## config.mk

```make
export PLATFORM = sky130hd
export DESIGN_NAME = grid_fill_blit
export DESIGN_NICKNAME = d
export VERILOG_FILES = /design/src/rtl/fillblit_pkg.sv /design/src/rtl/grid_fill_blit_dp.sv /design/src/rtl/grid_fill_blit_ctrl.sv /design/src/rtl/grid_fill_blit.sv
export SDC_FILE = /design/constraint.sdc
export NUM_CORES = 1
export LEC_CHECK = 0
export ABC_AREA = 0
export BUFFER_PORTS_ARGS = -buffer_cell sky130_fd_sc_hd__buf_2
export CAP_MARGIN = 10
export CORE_UTILIZATION = 55
export DETAILED_ROUTE_END_ITERATION = 10
export GPL_TIMING_DRIVEN = 0
export PLACE_DENSITY = 0.9
export SETUP_SLACK_MARGIN = 0.05
export SYNTH_ARGS = -nofsm -noshare
export SYNTH_HDL_FRONTEND = slang
export SYNTH_SLANG_ARGS = --single-unit
```

## constraint.sdc

```tcl
create_clock -name clk -period 6.5 [get_ports clk]
set_clock_uncertainty 0.15 [all_clocks]
set_input_delay 0.975 -clock clk [delete_from_list [all_inputs] [get_ports clk]]
set_output_delay 0.975 -clock clk [all_outputs]
set_load 0.05 [all_outputs]
```

## src/rtl/fillblit_pkg.sv

```systemverilog
package fillblit_pkg;
  // Strobes from the sequencer to the address/data path.
  typedef struct packed {
    logic load;    // capture command inputs
    logic step;    // advance to the next cell
    logic rdEn;    // memory read this cycle
    logic wrEn;    // memory write this cycle
    logic selSrc;  // drive source address instead of destination
    logic active;  // a command is in progress
  } fbStrobe_t;
endpackage

```

## src/rtl/grid_fill_blit_dp.sv

```systemverilog
module grid_fill_blit_dp
  import fillblit_pkg::*;
#(
  parameter int CW = 8,
  parameter int DW = 8
) (
  input  logic              clk,
  input  logic              rstN,
  input  fbStrobe_t         strb,
  input  logic              cmdBlit,
  input  logic [2*CW-1:0]   dstOrigin,
  input  logic [2*CW-1:0]   size,
  input  logic [DW-1:0]     fillValue,
  input  logic [2*CW-1:0]   srcOrigin,
  input  logic [DW-1:0]     memRdata,
  output logic [2*CW-1:0]   memAddr,
  output logic [DW-1:0]     memWdata,
  output logic              lastCell,
  output logic              sizeZero
);
  localparam int AW = 2 * CW;
  localparam logic [CW-1:0] ONE = CW'(1);

  logic [CW-1:0] dstRow, dstCol, srcRow, srcCol, hgt, wid, rowOff, colOff;
  logic [DW-1:0] valQ;
  logic          blitQ, backQ;
  logic          goBack;

  assign sizeZero = (size[AW-1:CW] == '0) || (size[CW-1:0] == '0);
  assign goBack   = cmdBlit && (dstOrigin > srcOrigin);

  always_ff @(posedge clk or negedge rstN) begin
    if (!rstN) begin
      dstRow <= '0; dstCol <= '0; srcRow <= '0; srcCol <= '0;
      hgt    <= '0; wid    <= '0; valQ   <= '0;
      blitQ  <= 1'b0; backQ <= 1'b0;
      rowOff <= '0; colOff <= '0;
    end else if (strb.load) begin
      dstRow <= dstOrigin[AW-1:CW];
      dstCol <= dstOrigin[CW-1:0];
      srcRow <= srcOrigin[AW-1:CW];
      srcCol <= srcOrigin[CW-1:0];
      hgt    <= size[AW-1:CW];
      wid    <= size[CW-1:0];
      valQ   <= fillValue;
      blitQ  <= cmdBlit;
      backQ  <= goBack;
      rowOff <= goBack ? size[AW-1:CW] - ONE : '0;
      colOff <= goBack ? size[CW-1:0] - ONE : '0;
    end else if (strb.step) begin
      if (backQ) begin
        if (colOff == '0) begin
          colOff <= wid - ONE;
          rowOff <= rowOff - ONE;
        end else begin
          colOff <= colOff - ONE;
        end
      end else begin
        if (colOff == wid - ONE) begin
          colOff <= '0;
          rowOff <= rowOff + ONE;
        end else begin
          colOff <= colOff + ONE;
        end
      end
    end
  end

  assign lastCell = backQ ? ((rowOff == '0) && (colOff == '0))
                          : ((rowOff == hgt - ONE) && (colOff == wid - ONE));

  logic [CW-1:0] curRow, curCol;
  always_comb begin
    if (strb.selSrc) begin
      curRow = srcRow + rowOff;
      curCol = srcCol + colOff;
    end else begin
      curRow = dstRow + rowOff;
      curCol = dstCol + colOff;
    end
  end

  assign memAddr  = {curRow, curCol};
  assign memWdata = blitQ ? memRdata : valQ;


  offset_in_range_chk: assert property (@(posedge clk) disable iff (!rstN)
    strb.active |-> (rowOff < hgt) && (colOff < wid));


  fill_no_read_chk: assert property (@(posedge clk) disable iff (!rstN)
    (strb.active && !blitQ) |-> !strb.rdEn);


  origin_held_chk: assert property (@(posedge clk) disable iff (!rstN)
    (strb.active && !strb.load) |=> $stable(dstRow) && $stable(srcCol) && $stable(wid));
endmodule

```

## src/rtl/grid_fill_blit_ctrl.sv

```systemverilog
module grid_fill_blit_ctrl
  import fillblit_pkg::*;
(
  input  logic      clk,
  input  logic      rstN,
  input  logic      start,
  input  logic      cmdBlit,
  input  logic      sizeZero,
  input  logic      lastCell,
  output fbStrobe_t strb,
  output logic      busy,
  output logic      done
);
  typedef enum logic [1:0] {S_IDLE, S_FILL, S_RD, S_WR} fbState_e;

  fbState_e state;
  logic     doneQ;

  always_comb begin
    strb        = '0;
    strb.active = (state != S_IDLE);
    case (state)
      S_IDLE: strb.load = start;
      S_FILL: begin strb.wrEn = 1'b1; strb.step = !lastCell; end
      S_RD:   begin strb.rdEn = 1'b1; strb.selSrc = 1'b1; end
      S_WR:   begin strb.wrEn = 1'b1; strb.step = !lastCell; end
      default: ;
    endcase
  end

  always_ff @(posedge clk or negedge rstN) begin
    if (!rstN) begin
      state <= S_IDLE;
      doneQ <= 1'b0;
    end else begin
      doneQ <= 1'b0;
      case (state)
        S_IDLE: if (start) begin
          if (sizeZero) doneQ <= 1'b1;
          else          state <= cmdBlit ? S_RD : S_FILL;
        end
        S_FILL: if (lastCell) begin state <= S_IDLE; doneQ <= 1'b1; end
        S_RD:   state <= S_WR;
        S_WR:   if (lastCell) begin state <= S_IDLE; doneQ <= 1'b1; end
                else state <= S_RD;
        default: state <= S_IDLE;
      endcase
    end
  end

  assign busy = (state != S_IDLE);
  assign done = doneQ;


  done_not_busy_chk: assert property (@(posedge clk) disable iff (!rstN)
    done |-> !busy);


  done_single_chk: assert property (@(posedge clk) disable iff (!rstN)
    done |=> !done);


  read_then_write_chk: assert property (@(posedge clk) disable iff (!rstN)
    strb.rdEn |=> strb.wrEn);


  rw_exclusive_chk: assert property (@(posedge clk) disable iff (!rstN)
    !(strb.rdEn && strb.wrEn));


  start_busy_ignored_chk: assert property (@(posedge clk) disable iff (!rstN)
    (busy && start && !strb.wrEn) |=> busy);
endmodule

```

## src/rtl/grid_fill_blit.sv

```systemverilog
module grid_fill_blit
  import fillblit_pkg::*;
#(
  parameter int CW = 8,
  parameter int DW = 8
) (
  input  logic            clk,
  input  logic            rstN,
  input  logic            start,
  input  logic            cmdBlit,
  input  logic [2*CW-1:0] dstOrigin,
  input  logic [2*CW-1:0] size,
  input  logic [DW-1:0]   fillValue,
  input  logic [2*CW-1:0] srcOrigin,
  input  logic [DW-1:0]   memRdata,
  output logic [2*CW-1:0] memAddr,
  output logic            memWe,
  output logic            memRe,
  output logic [DW-1:0]   memWdata,
  output logic            busy,
  output logic            done
);
  fbStrobe_t strb;
  logic      lastCell, sizeZero;

  grid_fill_blit_ctrl ctrl_i (
    .clk(clk), .rstN(rstN), .start(start), .cmdBlit(cmdBlit),
    .sizeZero(sizeZero), .lastCell(lastCell),
    .strb(strb), .busy(busy), .done(done)
  );

  grid_fill_blit_dp #(.CW(CW), .DW(DW)) dp_i (
    .clk(clk), .rstN(rstN), .strb(strb), .cmdBlit(cmdBlit),
    .dstOrigin(dstOrigin), .size(size), .fillValue(fillValue),
    .srcOrigin(srcOrigin), .memRdata(memRdata),
    .memAddr(memAddr), .memWdata(memWdata),
    .lastCell(lastCell), .sizeZero(sizeZero)
  );

  assign memWe = strb.wrEn;
  assign memRe = strb.rdEn;


  no_idle_access_chk: assert property (@(posedge clk) disable iff (!rstN)
    !busy |-> !memWe && !memRe);
endmodule

```

After elaboration in Yosys (flattened, before gate mapping)
Cells that the tools add are included.
- add/sub/neg operators: 12
- multiply operators: 0
- divide/modulo/power cells: 0
- order comparisons: 1
- equality and inequality tests: 9
- shifts and indexed selects: 0
- multiplexer cells: 30
- bitwise logic cells: 0
- reduce and logical (&&, ||, !) cells: 16
- operators by type and width (operator ; number):
    two-way mux 8 bit ; 15
    subtractor 8 x 1 -> 8 bit, second input constant ; 6
    adder 8 bit ; 4
    logical NOT 8 bit ; 4
    adder 8 x 1 -> 8 bit, second input constant ; 2
    equality test 8 bit ; 2
    greater-than comparator 16 bit ; 1
    two-way mux 2 bit ; 5
    two-way mux 1 bit ; 8
    case mux 2 bit (4 select lines) ; 1
    AND reduction 3 bit ; 2
    equality test 2 bit, second input constant ; 2
    != test 2 bit, second input constant ; 2
    nonzero test 2 bit ; 2
    logical AND 1 bit ; 3
    != test 3 bit, second input constant ; 1
    nonzero test 3 bit ; 1
    equality test 2 x 1 -> 1 bit, second input constant ; 1
    logical NOT 2 bit ; 1
    != test 2 x 1 -> 1 bit, second input constant ; 1
    case mux 1 bit (2 select lines) ; 1
    OR reduction 2 bit ; 1
    logical NOT 1 bit ; 1
    logical OR 1 bit ; 1
- flip-flop bits (word level): 77
- bits in latches: 0
- bits in writable memories: 0
- bits in read-only memories: 0
- bits of input ports: 68
- output and inout port bits: 28
- word-level logic and storage cells: 81
- memories: 0

Logic depth before layout (Yosys ltp)
- word-level depth: 8
- gate-level depth with buffers: 12
- gate-level depth less buffers: 10

Hierarchy
From an unflattened synthesis, not the netlist that was laid out.
- cell total of the unflattened synthesis: 603
- area, all modules: 5938.2 um^2
- by module, submodules not included (module ; instances ; cells each ; area each (um^2) ; sequential area each (um^2)):
    grid_fill_blit_dp ; 1 ; 584 ; 5761.8 ; 1851.8
    grid_fill_blit_ctrl ; 1 ; 19 ; 176.4 ; 75.1

Worst setup path before layout
No wires, ideal clock.
- path type: register -> output
- from: register ctrl_i.state[0]
- to: output port memAddr[15]
- arrival time: 3422 ps
- data required time: 5375 ps
- setup slack: 1953 ps
- stages on the path, launching flop included: 12
- buffers on the path: 2
- cell sequence: dfrtp_1 nand2b_1 clkbuf_1 clkbuf_1 mux2_2 ha_1 a21o_1 a21oi_1 o21bai_1 a21oi_1 o21ai_0 xnor2_1
- cells in the longest elaborated chain, start to end: 3
- ends and longest elaborated chain (what ; RTL line ; source):
    start, declared ; grid_fill_blit_ctrl.sv:16 ; fbState_e state;
    start signal, assigned ; grid_fill_blit_ctrl.sv:40 ; else state <= cmdBlit ? S_RD : S_FILL;
    equality test 2 bit ; grid_fill_blit_ctrl.sv:22 ; case (state)
    two-way mux 1 bit ; grid_fill_blit_ctrl.sv:22 ;
    two-way mux 8 bit ; grid_fill_blit_dp.sv:74 ; if (strb.selSrc) begin
    end, declared ; grid_fill_blit.sv:16 ; output logic [2*CW-1:0] memAddr,
Every way passes these cells.

Final worst setup path
Same ends and word-level chain as after synthesis.

==> results_dict.tcl <==
set metrics [dict create \
    cts_tree "done" \
    multiInputGateArea_sq_um 3490 \
    vias_per_cell 5.88 \
    die_h_um 104 \
    dp_slack_ns 1.80 \
    cts_buffers 9 \
    grt_pass1_wl_um 25000 \
    yosys_register_bits 77 \
    cts_htree_levels 3 \
    area_delta_synth_final_pct 15.9 \
    syn_inst 672 \
    synth_cell_types 58 \
    fin_crit_ns 5.13 \
    power_density_nw_per_um2 152 \
    reg2reg_from "dp_i.wid[0]" \
    stdcell_count 917 \
    finalPower_w 0.00100 \
    hpwlAfterDp_um 11500 \
    via_count 5396 \
    grt_pass1_vias 5309 \
    drv_slew 0 \
    synthXorXnorAreaFrac_pct 9.62 \
    synth_top_family_by_area "simple AND/OR/NAND/NOR gates" \
    initial_core_util_pct 57.5 \
    p_seq_share_pct 47.7 \
    leakage_nw 3.39 \
    core_area_sq_um 9910 \
    reg2reg_depth 11 \
    yosysTopAreaCell "dfrtp_1" \
    tns_ns 0 \
    rrSetupSlack_ns 3.32 \
    rsz0062_at_grt "false" \
    grt_max_degree 44 \
    syn-num-nets 787 \
    cts_root_buf "clkbuf_8" \
    yosys_warnings 0 \
    min_path_type "reg2reg" \
    layout-drive-gt1-share_pct 19.5 \
    setup_viol 0 \
    drtAntennaViolNets 0 \
    cts_setup_buffers 0 \
    antenna_cells 0 \
    synth_area_leaders "dfrtp_1, nand2_1, ha_1, xnor2_1, mux2_2" \
    synth_mux_area_share_pct 5.25 \
    port-buffer-count 95 \
    cts_resized 0 \
    cts_hold_buf 0 \
    crit_required_ns 5.37 \
    yosysSeqAreaShare_pct 33.8 \
    crit_path_max_fanout 10 \
    arrival_ns 4.01 \
    placedCellCount 901 \
    synth_top_area_share_pct 33.8 \
    synth-adder-area-share_pct 10.7 \
    swShare_pct 23.7 \
    antenna_found_initial 0 \
    worst_pin_slew_ns 0.707 \
    crit_path_end "memAddr[15]" \
    vdd_drop_max_mv 0.119 \
    crit_type "reg2out" \
    grt_use_total_pct 29.1 \
    fillCellCount 777 \
    synthArstFlopShare_pct 100 \
    r2r_end "dp_i.colOff[4]" \
    endpoint_kind "primary output" \
    clockBufferDepth 2 \
    p_int_w 0.000766 \
    worst_slack_ns 1.37 \
    drtPass1Iterations 6 \
    ys.flop_type "dfrtp_1" \
    nets 894 \
    final_common_cell "nand2_1" \
    drt-initial-drc-count 451 \
    maxSlewHeadroom_pct 52.9 \
    power_frac_comb_pct 7.6 \
    avgSynthCellArea_sq_um 8.48 \
    regArea_sq_um 1930 \
    fmax_mhz 195 \
    die_area_sq_um 10800 \
    synth_simple_gate_area_share_pct 20.5 \
    switchingPower_w 0.000237 \
    layout_common_cells "nand2_1, buf_2, dfrtp_1, ha_1" \
    drc 0 \
    global_route.overflow_total 0 \
    die_x_um 104 \
    critPathLaunchType "flop" \
    gp_congestion 0.907 \
    clock_latency_ns 0.37 \
    clkPwrFrac_pct 44.7 \
    status "finished clean" \
    path_clk_slew_ns 0.08 \
    totalWireLength_um 15400 \
    post-route-period-util_pct 78.9 \
    avgRoutedWirePerCell_um 16.8 \
    rows 36 \
    drv_cap 0 \
    finalHoldViolCount 0 \
    synth_edf_count 0 \
    syn-cell-area_sq_um 5700 \
    synth-compound-area-share_pct 15.2 \
    io_pins 96 \
    critPathLaunch "ctrl_i.state[0]" \
    cts.sinks 77 \
]
==> registers in the layout, summed over array words and instances, names as in the netlist <==
signal	count
ctrl_i.done	1
ctrl_i.state	2
dp_i.backQ	1
dp_i.blitQ	1
dp_i.colOff	8
dp_i.dstCol	8
dp_i.dstRow	8
dp_i.hgt	8
dp_i.rowOff	8
dp_i.srcCol	8
dp_i.srcRow	8
dp_i.valQ	8
dp_i.wid	8
==> synthesized netlist by cell type, drive strengths merged, types with 3 or more instances <==
cell type,count
a211oi,4
a21o,7
a21oi,34
a31oi,5
and2,3
and3,5
buf,5
clkbuf,25
dfrtp,77
fa,3
ha,44
inv,39
mux2,23
mux2i,4
nand2,154
nand2b,7
nand3,7
nand4,5
nor2,40
nor3,9
nor3b,9
nor4,10
o211ai,3
o21a,4
o21ai,34
o21bai,4
o22ai,11
o2bb2ai,4
o32a,6
or3,6
xnor2,39
xor2,21
==> through the flow <==
stage	util [%]	hold slack, ns	instance area (sq um)
after global placement	64.0	0.302	6340
after floorplan	-	0.290	5700
after global routing	66.6	0.334	6600
after detailed placement	64.2	0.309	6360
final	66.6	0.327	6600
after CTS	66.6	0.328	6600
==> metal layers <==
| metal | vias to the layer above | global-route usage (%) | share of wire [%] |
|---|---|---|---|
| met5 | - | 0 | 0 |
| met4 | 0 | 18.8 | 5.7 |
| met3 | 73 | 5.10 | 7.3 |
| met2 | 288 | 47.5 | 47 |
| met1 | 2518 | 35.7 | 40 |
| li1 | 2517 | - | - |
==> power by group through the flow <==
| stage | registers, W | clock network [W] | logic, W |
|---|---|---|---|
| after floorplan | 0.000488 | 0 | 0.0000278 |
| after global placement | 0.000488 | 0 | 0.0000715 |
| after detailed placement | 0.000488 | 0 | 0.0000746 |
| after CTS | 0.000479 | 0.000447 | 0.0000756 |
| after global routing | 0.000479 | 0.000469 | 0.0000844 |
| final | 0.000478 | 0.000449 | 0.0000760 |
==> worst min-delay path by stage <==
stage / from / endpoint / slack [ns] / cells past startpoint
finish: dp_i.dstRow[0] / dp_i.dstRow[0] / 0.33 / 2
global route: dp_i.dstCol[1] / dp_i.dstCol[1] / 0.33 / 2
CTS: dp_i.dstCol[1] / dp_i.dstCol[1] / 0.33 / 2
detailed placement: dp_i.valQ[4] / dp_i.valQ[4] / 0.31 / 2
global placement: dp_i.dstRow[5] / dp_i.dstRow[5] / 0.30 / 2
floorplan: dp_i.dstCol[1] / dp_i.dstCol[1] / 0.29 / 2
==> worst max-delay path, stage by stage (launching register included) <==
cell	delay (ns)
dfrtp_1	0.45
nand2b_1	0.13
clkbuf_1	0.36
clkbuf_1	0.58
mux2_2	0.45
ha_1	0.28
a21o_1	0.16
a21oi_1	0.22
o21bai_1	0.09
a21oi_1	0.22
o21ai_0	0.15
xnor2_1	0.24
buf_2	0.30
==> cell type report <==
| class | instances | area share, % |
|---|---|---|
| tap | 133 | 2.52 |
| clock buffer | 10 | 1.93 |
| multi-input combinational | 526 | 52.9 |
| clock inverter | 6 | 1.69 |
| inverter | 39 | 2.22 |
| timing repair buffer | 96 | 7.54 |
| sequential | 77 | 29.2 |
| buffer | 30 | 2.01 |
==> cells by family (layout without fill, tap and decap cells) <==
group | Yosys count | after routing
xor gates and xnor gates | 61 | 61
adders and majority gates | 47 | 47
and+or+nand+nor | 261 | 261
buffers and inverters | 69 | 181
muxes | 27 | 27
AOI/OAI and AO/OA | 130 | 130
DFF | 77 | 77
Note: power is estimated with default switching activity, not from simulation.
